<file path="config.mk">
export PLATFORM = sky130hd
export DESIGN_NAME = banked_reg_window
export DESIGN_NICKNAME = d
export VERILOG_FILES = /design/src/rtl/bank_win_pkg.sv /design/src/rtl/banked_win_ctrl.sv /design/src/rtl/banked_win_dp.sv /design/src/rtl/banked_reg_window.sv
export SDC_FILE = /design/constraint.sdc
export NUM_CORES = 1
export LEC_CHECK = 0
export ABC_AREA = 1
export BUFFER_PORTS_ARGS = -buffer_cell sky130_fd_sc_hd__clkbuf_2
export CORE_MARGIN = 4
export CORE_UTILIZATION = 35
export DETAILED_ROUTE_END_ITERATION = 10
export PLACE_DENSITY_LB_ADDON = 0.1
export SKIP_CTS_REPAIR_TIMING = 1
export SYNTH_ARGS = -nofsm -noshare
export SYNTH_HDL_FRONTEND = slang
export SYNTH_SLANG_ARGS = --single-unit
</file>
<file path="constraint.sdc">
create_clock -name clk -period 2.5 [get_ports clk]
set_clock_uncertainty 0.15 [all_clocks]
set_input_delay 0.5 -clock clk [delete_from_list [all_inputs] [get_ports clk]]
set_output_delay 0.5 -clock clk [all_outputs]
set_load 0.02 [all_outputs]
</file>
<file path="src/rtl/bank_win_pkg.sv">
package bank_win_pkg;
  parameter int WIN_ADDR_W = 3;
  parameter int WIN_DATA_W = 8;
  parameter int WIN_BANKS  = 8;
  localparam int BANK_W    = $clog2(WIN_BANKS);
  localparam int NUM_OFFS  = 1 << WIN_ADDR_W;

  localparam logic [WIN_ADDR_W-1:0] OFS_DATA = 3'd0;
  localparam logic [WIN_ADDR_W-1:0] OFS_IER  = 3'd1;
  localparam logic [WIN_ADDR_W-1:0] OFS_EVT  = 3'd2;
  localparam logic [WIN_ADDR_W-1:0] OFS_SEL  = 3'd3;
  localparam logic [WIN_ADDR_W-1:0] OFS_MCR  = 3'd4;
  localparam logic [WIN_ADDR_W-1:0] OFS_LSR  = 3'd5;
  localparam logic [WIN_ADDR_W-1:0] OFS_MSR  = 3'd6;
  localparam logic [WIN_ADDR_W-1:0] OFS_SPR  = 3'd7;

  typedef struct packed {
    logic                  rdStb;
    logic [WIN_ADDR_W-1:0] offs;
    logic [BANK_W-1:0]     bank;
    logic                  wrTx;
    logic                  wrIer;
    logic                  wrFcr;
    logic                  wrMcr;
    logic                  wrLsr;
    logic                  wrMsr;
    logic                  wrSpr;
    logic                  wrAux;
  } winStrobe_t;
endpackage

</file>
<file path="src/rtl/banked_win_ctrl.sv">
module banked_win_ctrl
  import bank_win_pkg::*;
(
  input  logic                  clk,
  input  logic                  rstN,
  input  logic [WIN_ADDR_W-1:0] addr,
  input  logic                  rdEn,
  input  logic                  wrEn,
  input  logic [WIN_DATA_W-1:0] wrData,
  output winStrobe_t            stb,
  output logic [BANK_W-1:0]     activeBank,
  output logic [WIN_DATA_W-1:0] linkCtrl,
  output logic [WIN_DATA_W-1:0] ctlEcho
);
  localparam int IDX_W = WIN_DATA_W - 1;

  logic               selWr;
  logic [IDX_W-1:0]   selIdx;
  logic [BANK_W-1:0]  selBank;

  assign selWr  = wrEn && (addr == OFS_SEL);
  assign selIdx = wrData[IDX_W-1:0];

  // An index beyond the implemented banks falls back to bank 0.
  always_comb begin
    if (selIdx < IDX_W'(WIN_BANKS)) selBank = selIdx[BANK_W-1:0];
    else                            selBank = '0;
  end

  always_ff @(posedge clk) begin
    if (!rstN) begin
      activeBank <= '0;
      linkCtrl   <= '0;
      ctlEcho    <= '0;
    end else if (selWr) begin
      ctlEcho <= wrData;
      if (wrData[WIN_DATA_W-1]) activeBank <= selBank;
      else                      linkCtrl   <= wrData;
    end
  end

  logic inBank0;
  logic wrOther;
  assign inBank0 = (activeBank == '0);
  assign wrOther = wrEn && (addr != OFS_SEL);

  always_comb begin
    stb       = '0;
    stb.rdStb = rdEn;
    stb.offs  = addr;
    stb.bank  = activeBank;
    stb.wrTx  = wrOther && inBank0 && (addr == OFS_DATA);
    stb.wrIer = wrOther && inBank0 && (addr == OFS_IER);
    stb.wrFcr = wrOther && inBank0 && (addr == OFS_EVT);
    stb.wrMcr = wrOther && inBank0 && (addr == OFS_MCR);
    stb.wrLsr = wrOther && inBank0 && (addr == OFS_LSR);
    stb.wrMsr = wrOther && inBank0 && (addr == OFS_MSR);
    stb.wrSpr = wrOther && inBank0 && (addr == OFS_SPR);
    stb.wrAux = wrOther && !inBank0;
  end
endmodule

</file>
<file path="src/rtl/banked_win_dp.sv">
module banked_win_dp
  import bank_win_pkg::*;
(
  input  logic                  clk,
  input  logic                  rstN,
  input  winStrobe_t            stb,
  input  logic [WIN_DATA_W-1:0] wrData,
  input  logic [WIN_DATA_W-1:0] rxByte,
  input  logic [WIN_DATA_W-1:0] eventId,
  input  logic [WIN_DATA_W-1:0] ctlEcho,
  output logic [WIN_DATA_W-1:0] rdData,
  output logic [WIN_DATA_W-1:0] txData,
  output logic                  txLoad,
  output logic [WIN_DATA_W-1:0] fifoCtrl,
  output logic [WIN_DATA_W-1:0] intEnable,
  output logic [WIN_DATA_W-1:0] modeCtrl
);
  logic [WIN_DATA_W-1:0] lsrReg;
  logic [WIN_DATA_W-1:0] msrReg;
  logic [WIN_DATA_W-1:0] sprReg;
  logic [WIN_DATA_W-1:0] bankRd [WIN_BANKS];
  logic [WIN_DATA_W-1:0] rdNext;

  always_ff @(posedge clk) begin
    if (!rstN) begin
      txData    <= '0;
      txLoad    <= 1'b0;
      fifoCtrl  <= '0;
      intEnable <= '0;
      modeCtrl  <= '0;
      lsrReg    <= '0;
      msrReg    <= '0;
      sprReg    <= '0;
    end else begin
      txLoad <= stb.wrTx;
      if (stb.wrTx)  txData    <= wrData;
      if (stb.wrFcr) fifoCtrl  <= wrData;
      if (stb.wrIer) intEnable <= wrData;
      if (stb.wrMcr) modeCtrl  <= wrData;
      if (stb.wrLsr) lsrReg    <= wrData;
      if (stb.wrMsr) msrReg    <= wrData;
      if (stb.wrSpr) sprReg    <= wrData;
    end
  end

  assign bankRd[0] = '0;

  for (genvar b = 1; b < WIN_BANKS; b++) begin : g_bank
    logic [WIN_DATA_W-1:0] row [NUM_OFFS];
    always_ff @(posedge clk) begin
      if (!rstN) begin
        for (int o = 0; o < NUM_OFFS; o++) row[o] <= '0;
      end else if (stb.wrAux && (stb.bank == BANK_W'(b))) begin
        row[stb.offs] <= wrData;
      end
    end
    assign bankRd[b] = row[stb.offs];
  end

  always_comb begin
    if (stb.offs == OFS_SEL) begin
      rdNext = ctlEcho;
    end else if (stb.bank == '0) begin
      unique case (stb.offs)
        OFS_DATA: rdNext = rxByte;
        OFS_IER:  rdNext = intEnable;
        OFS_EVT:  rdNext = eventId;
        OFS_MCR:  rdNext = modeCtrl;
        OFS_LSR:  rdNext = lsrReg;
        OFS_MSR:  rdNext = msrReg;
        OFS_SPR:  rdNext = sprReg;
        default:  rdNext = '0;
      endcase
    end else begin
      rdNext = bankRd[stb.bank];
    end
  end

  always_ff @(posedge clk) begin
    if (!rstN)          rdData <= '0;
    else if (stb.rdStb) rdData <= rdNext;
  end
endmodule

</file>
<file path="src/rtl/banked_reg_window.sv">
module banked_reg_window
  import bank_win_pkg::*;
(
  input  logic                  clk,
  input  logic                  rstN,
  input  logic [WIN_ADDR_W-1:0] addr,
  input  logic                  rdEn,
  input  logic                  wrEn,
  input  logic [WIN_DATA_W-1:0] wrData,
  input  logic [WIN_DATA_W-1:0] rxByte,
  input  logic [WIN_DATA_W-1:0] eventId,
  output logic [WIN_DATA_W-1:0] rdData,
  output logic [BANK_W-1:0]     activeBank,
  output logic [WIN_DATA_W-1:0] linkCtrl,
  output logic [WIN_DATA_W-1:0] txData,
  output logic                  txLoad,
  output logic [WIN_DATA_W-1:0] fifoCtrl,
  output logic [WIN_DATA_W-1:0] intEnable,
  output logic [WIN_DATA_W-1:0] modeCtrl
);
  winStrobe_t            stb;
  logic [WIN_DATA_W-1:0] ctlEcho;

  banked_win_ctrl u_ctrl (
    .clk(clk), .rstN(rstN), .addr(addr), .rdEn(rdEn), .wrEn(wrEn),
    .wrData(wrData), .stb(stb), .activeBank(activeBank),
    .linkCtrl(linkCtrl), .ctlEcho(ctlEcho)
  );

  banked_win_dp u_dp (
    .clk(clk), .rstN(rstN), .stb(stb), .wrData(wrData), .rxByte(rxByte),
    .eventId(eventId), .ctlEcho(ctlEcho), .rdData(rdData), .txData(txData),
    .txLoad(txLoad), .fifoCtrl(fifoCtrl), .intEnable(intEnable),
    .modeCtrl(modeCtrl)
  );
endmodule

</file>
### After elaboration in Yosys (flattened, before gate mapping)

Memory sizes are Yosys's and may differ from the RTL's.
Cells that the tools add are included.

| cells by class | value |
|---|---|
| magnitude comparators | 2 |
| equal/unequal tests | 15 |
| muxes and demuxes | 50 |
| bitwise operators | 2 |
| reduce and logical (&&, ||, !) cells | 30 |

Operators with widths:

| kind | number |
|---|---|
| two-way mux 8 bit | 11 |
| one-hot mux 8 bit (7 select lines) | 1 |
| OR reduction 8 bit | 7 |
| two-way mux 1 bit | 29 |
| binary-select mux 8 bit (select 3 bit) | 1 |
| equality test 3 bit (second input constant) | 8 |
| two-way mux 3 bit | 8 |
| logical AND 1 bit | 18 |
| equality test 3 x 2 -> 1 bit (second input constant) | 4 |
| less-than comparator 7 x 4 -> 1 bit (second input constant) | 1 |
| equality test 3 x 1 -> 1 bit (second input constant) | 2 |
| logical NOT 3 bit | 2 |
| greater-or-equal comparator 4 bit (second input constant) | 1 |
| NOT 3 -> 4 bit | 1 |
| AND reduction 2 bit | 2 |
| inequality test 3 x 2 -> 1 bit (second input constant) | 1 |
| logical NOT 1 bit | 1 |
| NOT 1 bit | 1 |

| word-level totals | value |
|---|---|
| register bits | 83 |
| RAM bits | 448 |
| input bits | 31 |
| output and inout port bits | 52 |
| logic and storage cells | 118 |
| memories | 7 |

Memories:

| memory | depth | width | rd ports | clocked after Yosys merged registers in | wr ports | line | RTL |
|---|---|---|---|---|---|---|---|
| u_dp.g_bank[1].row | 8 | 8 | 1 | 0 | 8 | banked_win_dp.sv:49 | `logic [WIN_DATA_W-1:0] row [NUM_OFFS];` |
| u_dp.g_bank[2].row | 8 | 8 | 1 | 0 | 8 | banked_win_dp.sv:49 |  |
| u_dp.g_bank[3].row | 8 | 8 | 1 | 0 | 8 | banked_win_dp.sv:49 |  |
| u_dp.g_bank[4].row | 8 | 8 | 1 | 0 | 8 | banked_win_dp.sv:49 |  |
| u_dp.g_bank[5].row | 8 | 8 | 1 | 0 | 8 | banked_win_dp.sv:49 |  |
| u_dp.g_bank[6].row | 8 | 8 | 1 | 0 | 8 | banked_win_dp.sv:49 |  |
| +1 memories | n/a | n/a | n/a | n/a | n/a | n/a |  |

### Depth between registers and ports, before layout

Gate-level depths: netlist of run 1.

| depth | value |
|---|---|
| depth in word-level cells | 9 |
| depth in mapped cells | 14 |
| depth with buffers taken out | 12 |

### By module

From an unflattened synthesis of run 1, not the netlist that was laid out.

| second synthesis, totals | value |
|---|---|
| cell total of the unflattened synthesis | 2,701 |
| area total of the unflattened synthesis | 24,547.3 µm² |

Modules (own cells, without submodules):

| module | times used | cells each | area an instance (µm²) | seq. area each (µm²) |
|---|---|---|---|---|
| banked_win_dp | 1 | 2,566 | 23,625.2 | 14,754.2 |
| banked_win_ctrl | 1 | 135 | 922.1 | 360.3 |

### Worst setup path after synthesis of run 1

Ideal clock, no wire load.

| timing path | value |
|---|---|
| path kind | input -> register |
| start point | in addr[0] |
| end point | mem u_dp.g_bank[4].row[0][0], enable pin |
| setup time | 329 ps |
| arrival time | 1,881 ps |
| path slack | 140 ps |
| stages | 8 |
| cells stage by stage | buf_4 > nand2_2 > nor2_4 > nor2_1 > nand3_1 > nor2_2 > nand2_2 > nand2_1 |

RTL lines:

| element | line | RTL |
|---|---|---|
| start, declared | banked_reg_window.sv:6 | `input logic [WIN_ADDR_W-1:0] addr,` |
| end, declared | banked_win_dp.sv:49 |  |

==> results.toml, run 1 <==
[synth]
muxShareOfSynthArea_pct = 0
synthAdderAreaFrac_pct = 0
synth-seq-cells = 531
syn_inst = 2606
synth_seq_area_share_pct = 63.8
synth_warnings = 0
synth_compound_area_share_pct = 4.51
synthArstFlopShare_pct = 0
avgSynthCellArea_um2 = 9.09
synth_edf_count = 448
synth_ff_type = "edfxtp_1"
yosysUniqueCellTypes = 23
yosys.area.top_type = "edfxtp_1"
yosys.area_share.simple_pct = 27.1
synth_top_area_share_pct = 56.8
syn-cell-area_mm2 = 0.0237
netlist_top_cells_area = "edfxtp_1 (57%), nand2_1 (14%), nor2_1 (7.5%)"
yosysMostFrequentCell = "nand2_1"
synth_top_family_by_area = "simple AND/OR/NAND/NOR gates"
synth_xor_area_share_pct = 0
synth_common_cells = "nand2_1 (891), nor2_1 (472), edfxtp_1 (448)"

[timing]
finalCritPeriodShare_pct = 87.3
rsz0062_at_grt = "no"
final-hold-violation-count = 0
fin_crit_ps = 2180
finalSetupViolations = 0
slew_violations = 0
max_freq_ghz = 0.458

[floorplan]
die_w_um = 268
io_pins = 83
fp.dieH_um = 268
core_mm2 = 0.0672
rows = 95
die_area_mm2 = 0.0719
start_util_pct = 35.3

[critical_path]
critPathKind = "reg -> reg"
cp_data_arrival_time_ps = 2310
worst_setup_path_end_kind = "flop"
cp-start-kind = "flop"
worstPathMaxFanout = 8
cp.required_ps = 2620
critPathLaunch = "u_ctrl.activeBank[1]"
regToRegStartpoint = "u_ctrl.activeBank[1]"

[detailed_routing]
wl_mm = 77.3
vias = 18600
routedWlPerCell_um = 20.5
drc = 0
viasPerCell = 4.94
drt_iter0_markers = 1402
ant_nets = 0
firstDrtPassIters = 6

[finish]
multi_input_area_mm2 = 0.00769
post-route-cell-area_mm2 = 0.0288
n_antenna_cell = 0
layout-drive-gt1-share_pct = 14.9
syn2layout_area_growth_pct = 21.7
regArea_mm2 = 0.0151
fillers = 6616
nets = 2877

[clock_tree]
clk_latency_ps = 620
cts.sinks = 531
cts_made_buffers = 58
clkTransAtPathRegs_ps = 60
cts_buffer_depth = 3
h-tree-depth = 2
cts_tree = "built"
cts-root-buf = "clkbuf_16"

[grt]
antenna_found_initial = 1
track_usage_pct = 21.4
grt_pass1_vias = 18500
grt_overflow_total = 0
grt_pass1_wl_mm = 116
grt_max_degree = 82

[placed_design]
hpwl_mm = 52.0
portBuffers = 81
routabilityCongestion = 0.896
place_area_mm2 = 0.0270

[power_and_ir_drop]
power_density_mw_per_mm2 = 700
max-vdd-ir-drop_mv = 0.460
finalPower_mw = 20.2
p_leak_nw = 12.1

[status]
status = "complete, no violations"

[worst_hold_path]
min_from = "wrData[7]"
min_path_type = "in -> reg"

[flow_run]
cap_violations = 0
layout make-up:
cell class | count | share of cell area [%]
tap | 873 | 3.79
multi-input combinational | 1863 | 26.7
clock buffer | 74 | 5.46
sequential | 531 | 52.4
inverter | 106 | 1.39
timing repair buffer | 286 | 9.29
clock inverter | 34 | 0.938
cell usage in the layout, fill, tap and decap left out, drive strengths merged:
cell type | Yosys | final
a211oi | 3 | 3
a21oi | 121 | 121
buf | 67 | 208
bufinv | 0 | 4
clkbuf | 95 | 152
clkinv | 1 | 26
clkinvlp | 0 | 1
conb | 1 | 57
dfxtp | 83 | 83
edfxtp | 448 | 448
inv | 105 | 109
nand2 | 923 | 923
nand3 | 157 | 157
nand4 | 32 | 32
nor2 | 482 | 482
nor4 | 2 | 2
o21ai | 78 | 78
o22ai | 8 | 8
metrics by stage:
step | worst slack (ps) | TNS [ps] | util (%) | hold slack (ps) | instances
4_1_cts | 349 | 0 | 42.9 | 176 | 3767
3_3_place_gp | 27.1 | 0 | 40.2 | 287 | 3659
3_5_place_dp | -25.2 | -138 | 40.2 | 292 | 3659
6_report | 317 | 0 | 42.9 | 212 | 3767
2_1_floorplan | 140 | 0 | - | 275 | 2662
5_1_grt | 203 | 0 | 42.9 | 210 | 3767
state kept, by name, indices dropped and copies added (netlist names):
| name | count |
|---|---|
| u_dp.g_bank.row | 448 |
| u_ctrl.ctlEcho | 8 |
| u_dp.fifoCtrl | 8 |
| u_dp.intEnable | 8 |
| u_dp.lsrReg | 8 |
| u_dp.modeCtrl | 8 |
| u_dp.msrReg | 8 |
| u_dp.rdData | 8 |
| u_dp.sprReg | 8 |
| u_dp.txData | 8 |
| u_ctrl.linkCtrl | 7 |
| u_ctrl.activeBank | 3 |
| u_dp.txLoad | 1 |
where the power goes:
group | total, mW | switching (mW) | internal (mW) | leakage [nW]
combinational | 1.74 | 1.21 | 0.529 | 5.89
sequential | 10.0 | 0.115 | 9.91 | 5.27
clock | 8.40 | 3.56 | 4.84 | 0.916
total | 20.2 | 4.89 | 15.3 | 12.1
kinds of logic (layout without fill, tap and decap cells):
kind of cell | Yosys count | in the layout
AOI/OAI and AO/OA | 210 | 210
buffers and inverters | 268 | 500
DFF | 531 | 531
other | 1 | 57
and+or+nand+nor | 1596 | 1596
layer usage:
metal | wire length [um] | up-vias | global-route usage [%]
li1 | - | 8974 | -
met1 | 34800 | 8846 | 29.9
met2 | 34300 | 642 | 33.5
met3 | 5320 | 152 | 4.18
met4 | 2840 | 2 | 7.64
met5 | 13 | - | 0
worst max-delay path, stage by stage (launching register included):
cell and delay, ps:
dfxtp_1 450, inv_1 110, nor2_1 180, inv_1 100, nor2_1 210, buf_4 210
nand2_1 140, nand2_1 310
path summary, 6_finish.rpt:
| check | endpoint | slack (ps) | cells past startpoint |
|---|---|---|---|
| hold / removal | u_dp.lsrReg[7] | 210 | 4 |
| hold reg to reg | u_ctrl.ctlEcho[0] | 300 | 2 |
| setup reg to reg | u_dp.g_bank[2].row[6][5] | 320 | 7 |
| setup / recovery | u_dp.g_bank[2].row[6][5] | 320 | 7 |
Note: power is estimated with default switching activity, not from simulation.
==> run 2, diff against run 1 <==
--- a/config.mk
+++ b/config.mk
@@ -5,7 +5,6 @@
 export SDC_FILE = /design/constraint.sdc
 export NUM_CORES = 1
 export LEC_CHECK = 0
-export ABC_AREA = 1
 export BUFFER_PORTS_ARGS = -buffer_cell sky130_fd_sc_hd__clkbuf_2
 export CORE_MARGIN = 4
 export CORE_UTILIZATION = 35
==> results.toml, run 2 <==
[placed_design]
hpwl_mm = 50.3
routabilityCongestion = 0.838
dpl.cell_count = 2979
place_area_mm2 = 0.0280
portBuffers = 81

[finish]
fin_cells = 3090
largest_reg_flops = 448
final_common_cell = "edfxtp_1"
top_register = "u_dp.g_bank.row"
post-route-cell-area_mm2 = 0.0299
fillers = 6315
nets = 2140
syn2layout_area_growth_pct = 23.3
final_cell_mix = "edfxtp_1 (448), and2_1 (395), buf_4 (246)"
final_core_util_pct = 43.5
layout-drive-gt1-share_pct = 26.9

[synth]
syn_inst = 1767
netlist_top_cells_area = "edfxtp_1 (55%), and2_1 (10%), dfxtp_1 (6.8%)"
yosysMostFrequentCell = "edfxtp_1"
avgSynthCellArea_um2 = 13.7
synth_common_cells = "edfxtp_1 (448), and2_1 (395), nand2_1 (137)"
synth_edf_count = 448
synth-seq-cells = 531
synth_top_area_share_pct = 55.4
synth_warnings = 0
syn-cell-area_mm2 = 0.0243
synth_seq_area_share_pct = 62.3
synthArstFlopShare_pct = 0
yosys.area.top_type = "edfxtp_1"
synth_ff_type = "edfxtp_1"
yosysUniqueCellTypes = 57

[critical_path]
cp-start-kind = "flop"
worstPathCellList = "buf_4 > nor3_1 > buf_4 > a22oi_1 > nand4_1 > a211oi_1 > nor3_1"
cp_slowest_cell = "dfxtp_1"
critPathKind = "reg -> reg"
cp_data_arrival_time_ps = 2660
r2r_slack_ps = 180
slowest_delay_ps = 620
worst_setup_path_end_kind = "flop"
cp.required_ps = 2840
worstPathMaxFanout = 10

[power_and_ir_drop]
finalPower_mw = 20.2
pwr-share-clk_pct = 42.3
swShare_pct = 22.9
p_leak_nw = 11.5
power_frac_comb_pct = 8.1
p_int_mw = 15.6
max-vdd-ir-drop_mv = 0.520
p_switching_mw = 4.61
power_density_mw_per_mm2 = 675
p_seq_share_pct = 49.6

[grt]
track_usage_pct = 20.2
grt_pass1_wl_mm = 110
grt_pass1_vias = 15900
antenna_found_initial = 1
grt_max_degree = 63
grt_overflow_total = 0

[detailed_routing]
firstDrtPassIters = 5
viasPerCell = 5.03
vias = 15600
wl_mm = 74.7
drc = 0
ant_nets = 0
drt_iter0_markers = 1415
routedWlPerCell_um = 24.2

[timing]
fin_crit_ps = 2320
finalCritPeriodShare_pct = 92.9
slew_violations = 0
finalSetupViolations = 0
tightest_slew_ps = 591
max_freq_ghz = 0.431
rsz0062_at_grt = "no"
max_slew_margin_pct = 60.5
final-hold-violation-count = 0

[status]
status = "complete, no violations"

[clock_tree]
cts_buffer_depth = 3
cts.sinks = 531
cts_tree = "built"
clkTransAtPathRegs_ps = 60
clk_latency_ps = 620
cts-root-buf = "clkbuf_16"
h-tree-depth = 2
cts_made_buffers = 59

[floorplan]
core_mm2 = 0.0687
fp.dieH_um = 271
io_pins = 83
die_w_um = 271
start_util_pct = 35.3
die_area_mm2 = 0.0736
rows = 96

[worst_hold_path]
min_path_type = "in -> reg"

[flow_run]
cap_violations = 0
run 2: cell count changes in the layout (fill, tap and decap cells not counted), moves of 56 or more:
cell     previous run  this run
nand3_1           157        24
o21ai_0            78        22
nor2_1            472        71
nand2_1           891       137
mux4_2              0        73
and2_1              0       395
buf_4             150       246
inv_1              90         6
run 2: worst paths after layout:
check                        from                       end  cells after the start
max          u_ctrl.activeBank[0]            u_dp.rdData[6]                      7
min                     wrData[4]  u_dp.g_bank[7].row[1][4]                      2
max reg2reg  u_ctrl.activeBank[0]            u_dp.rdData[6]                      7
min reg2reg        u_dp.txData[1]            u_dp.txData[1]                      2
run 2: power groups by stage:
stage / logic, mW / clock network [mW] / registers [mW]
5_1_grt: 1.74 / 9.11 / 10.0
3_5_place_dp: 1.66 / 0 / 10.2
3_3_place_gp: 1.65 / 0 / 10.2
2_1_floorplan: 0.812 / 0 / 10.2
6_report: 1.64 / 8.54 / 10.0
4_1_cts: 1.66 / 8.73 / 10.0
run 2: critical path, delay by kind of cell (launching register included):
family / cells / cell delay, ps
flip-flops: 1 / 620
AO/OA/AOI/OAI: 2 / 690
AND/OR/NAND/NOR: 3 / 350
buffers and inverters: 2 / 380
run 2: metrics by stage:
step | setup WS (ps) | setup TNS (ps) | hold WS, ps
2_1_floorplan | -49.0 | -13530 | 282
3_3_place_gp | -372 | -54930 | 290
3_5_place_dp | -361 | -62110 | 300
4_1_cts | -53.5 | -53.5 | 112
5_1_grt | 32.6 | 0 | 127
6_report | 178 | 0 | 146
run 2: final cells by class:
class / count / area, um^2 / area share, %
multi-input combinational: 1140 / 8590 / 28.7
antenna: 2 / 5.00 / 0.0167
inverter: 8 / 30.0 / 0.100
clock inverter: 22 / 190 / 0.636
clock buffer: 87 / 1710 / 5.72
sequential: 531 / 15100 / 50.5
tap: 931 / 1160 / 3.89
timing repair buffer: 369 / 3110 / 10.4
run 2: metal layers:
metal | track usage (%) | up-vias | routed length (um)
met5 | 0 | - | 0
met4 | 5.87 | 0 | 2140
met3 | 3.40 | 106 | 3850
met2 | 31.9 | 415 | 34300
met1 | 28.9 | 7866 | 34400
li1 | - | 7167 | -
run 2: cells by family (layout without fill, tap and decap cells):
kind of cell	after synthesis	count (layout)	synth area share, %
AND/OR/NAND/NOR	687	687	15.6
multiplexers	160	160	12.8
other	1	59	0.0155
buffers and inverters	152	486	3.36
flip-flops	531	531	62.3
AO/OA/AOI/OAI	236	236	5.94
==> run 3, diff against run 2 <==
==> constraint.sdc (replaced) <==
create_clock -name clk -period 2.6 [get_ports clk]
set_clock_uncertainty 0.15 [all_clocks]
set_input_delay 0.52 -clock clk [delete_from_list [all_inputs] [get_ports clk]]
set_output_delay 0.52 -clock clk [all_outputs]
set_load 0.02 [all_outputs]
==> results.toml, run 3 (synthesized netlist as in run 2, its figures left out) <==
[timing]
fin_crit_ps = 2320
max_slew_margin_pct = 45.6
finalCritPeriodShare_pct = 89.2
tightest_slew_ps = 816
whs_ps = 162
finalSetupViolations = 0
fin_ws_ps = 281
rsz0062_at_grt = "no"
tns_ps = 0
max_freq_ghz = 0.431
slew_violations = 0
final-hold-violation-count = 0

[floorplan]
fp.dieH_um = 271
die_area_mm2 = 0.0736
core_mm2 = 0.0687
start_util_pct = 35.3
rows = 96
die_w_um = 271
io_pins = 83

[critical_path]
worstPathCellList = "nor3_1 > buf_4 > a21boi_0 > o221ai_1 > o221ai_1 > buf_4 > o311ai_0 > o2111a_1"
timing.rr.end = "u_dp.rdData[0]"
regToRegStartpoint = "u_ctrl.activeBank[2]"
r2r_slack_ps = 280
cp_data_arrival_time_ps = 2720
cp_top_family = "compound AO/OA/AOI/OAI gates"
cp-start-kind = "flop"
slowest_delay_ps = 590
reg2reg_depth = 8
critPathKind = "reg -> reg"
crit_buf_inv = 2
worst_setup_path_end_kind = "flop"
worstPathMaxFanout = 9
cp.required_ps = 3000
cp_slowest_cell = "dfxtp_1"

[clock_tree]
cts_tree = "built"
cts_buffer_depth = 3
clk_latency_ps = 620
cts_made_buffers = 60
clkTransAtPathRegs_ps = 60
cts.sinks = 531
cts-root-buf = "clkbuf_16"
h-tree-depth = 2

[placed_design]
routabilityCongestion = 0.858
dp_slack_ps = -337
dpl.cell_count = 2975
hpwl_mm = 51.7
place_area_mm2 = 0.0277
portBuffers = 81

[finish]
post-route-cell-area_mm2 = 0.0297
largest_reg_flops = 448
fillers = 6363
syn2layout_area_growth_pct = 22.4
layout-drive-gt1-share_pct = 26.0
nets = 2137
fin_cells = 3089
final_core_util_pct = 43.3
final_common_cell = "edfxtp_1"
final_cell_mix = "edfxtp_1 (448), and2_1 (395), buf_4 (257)"
top_register = "u_dp.g_bank.row"

[grt]
grt_overflow_total = 0
grt_pass1_wl_mm = 110
track_usage_pct = 20.1
grt_max_degree = 71
grt_pass1_vias = 15700
antenna_found_initial = 4

[power_and_ir_drop]
finalPower_mw = 19.7
max-vdd-ir-drop_mv = 0.476
p_leak_nw = 11.4
power_density_mw_per_mm2 = 662

[detailed_routing]
viasPerCell = 5.07
drt_iter0_markers = 1490
drc = 0
vias = 15700
wl_mm = 75.5
ant_nets = 0
routedWlPerCell_um = 24.4
firstDrtPassIters = 8

[worst_hold_path]
hold_path_end = "u_dp.txData[7]"
hold-path-cell-count = 3
min_from = "wrData[7]"
min_path_type = "in -> reg"

[status]
status = "complete, no violations"

[flow_run]
cap_violations = 0
## run 3: layout make-up
| cell class | count | area (um^2) | share of cell area [%] |
|---|---|---|---|
| inverter | 8 | 30.0 | 0.101 |
| clock buffer | 90 | 1700 | 5.71 |
| tap | 931 | 1160 | 3.92 |
| timing repair buffer | 365 | 2890 | 9.73 |
| sequential | 531 | 15100 | 50.9 |
| antenna | 2 | 5.00 | 0.0168 |
| multi-input combinational | 1140 | 8550 | 28.8 |
| clock inverter | 22 | 259 | 0.872 |
## run 3: power breakdown
group	switching (mW)	leakage, nW	internal [mW]
Combinational	0.926	5.19	0.606
Sequential	0.112	5.26	9.52
Clock	3.43	0.941	5.07
## run 3: metal layers
metal / routed length [um] / share of wire (%) / GRT usage [%]
met1: 34700 / 46 / 29.0
met2: 35700 / 47 / 32.8
met3: 3760 / 5.0 / 2.83
met4: 1380 / 1.8 / 4.16
met5: 0 / 0 / 0
## run 3: worst register-to-register path, stage by stage, from the launching register on
cell,delay (ps)
dfxtp_1,590
nor3_1,120
buf_4,180
a21boi_0,140
o221ai_1,90
o221ai_1,210
buf_4,190
o311ai_0,360
o2111a_1,250
## run 3: worst max-delay path by stage
stage                         startpoint                        to  depth (start not counted)
finish              u_ctrl.activeBank[2]            u_dp.rdData[0]                          8
global route        u_ctrl.activeBank[2]            u_dp.rdData[0]                          8
CTS                 u_ctrl.activeBank[0]            u_dp.rdData[4]                          6
detailed placement               addr[0]            u_dp.rdData[1]                          8
global placement                 addr[0]            u_dp.rdData[1]                          8
floorplan                        addr[0]  u_dp.g_bank[3].row[4][0]                          8
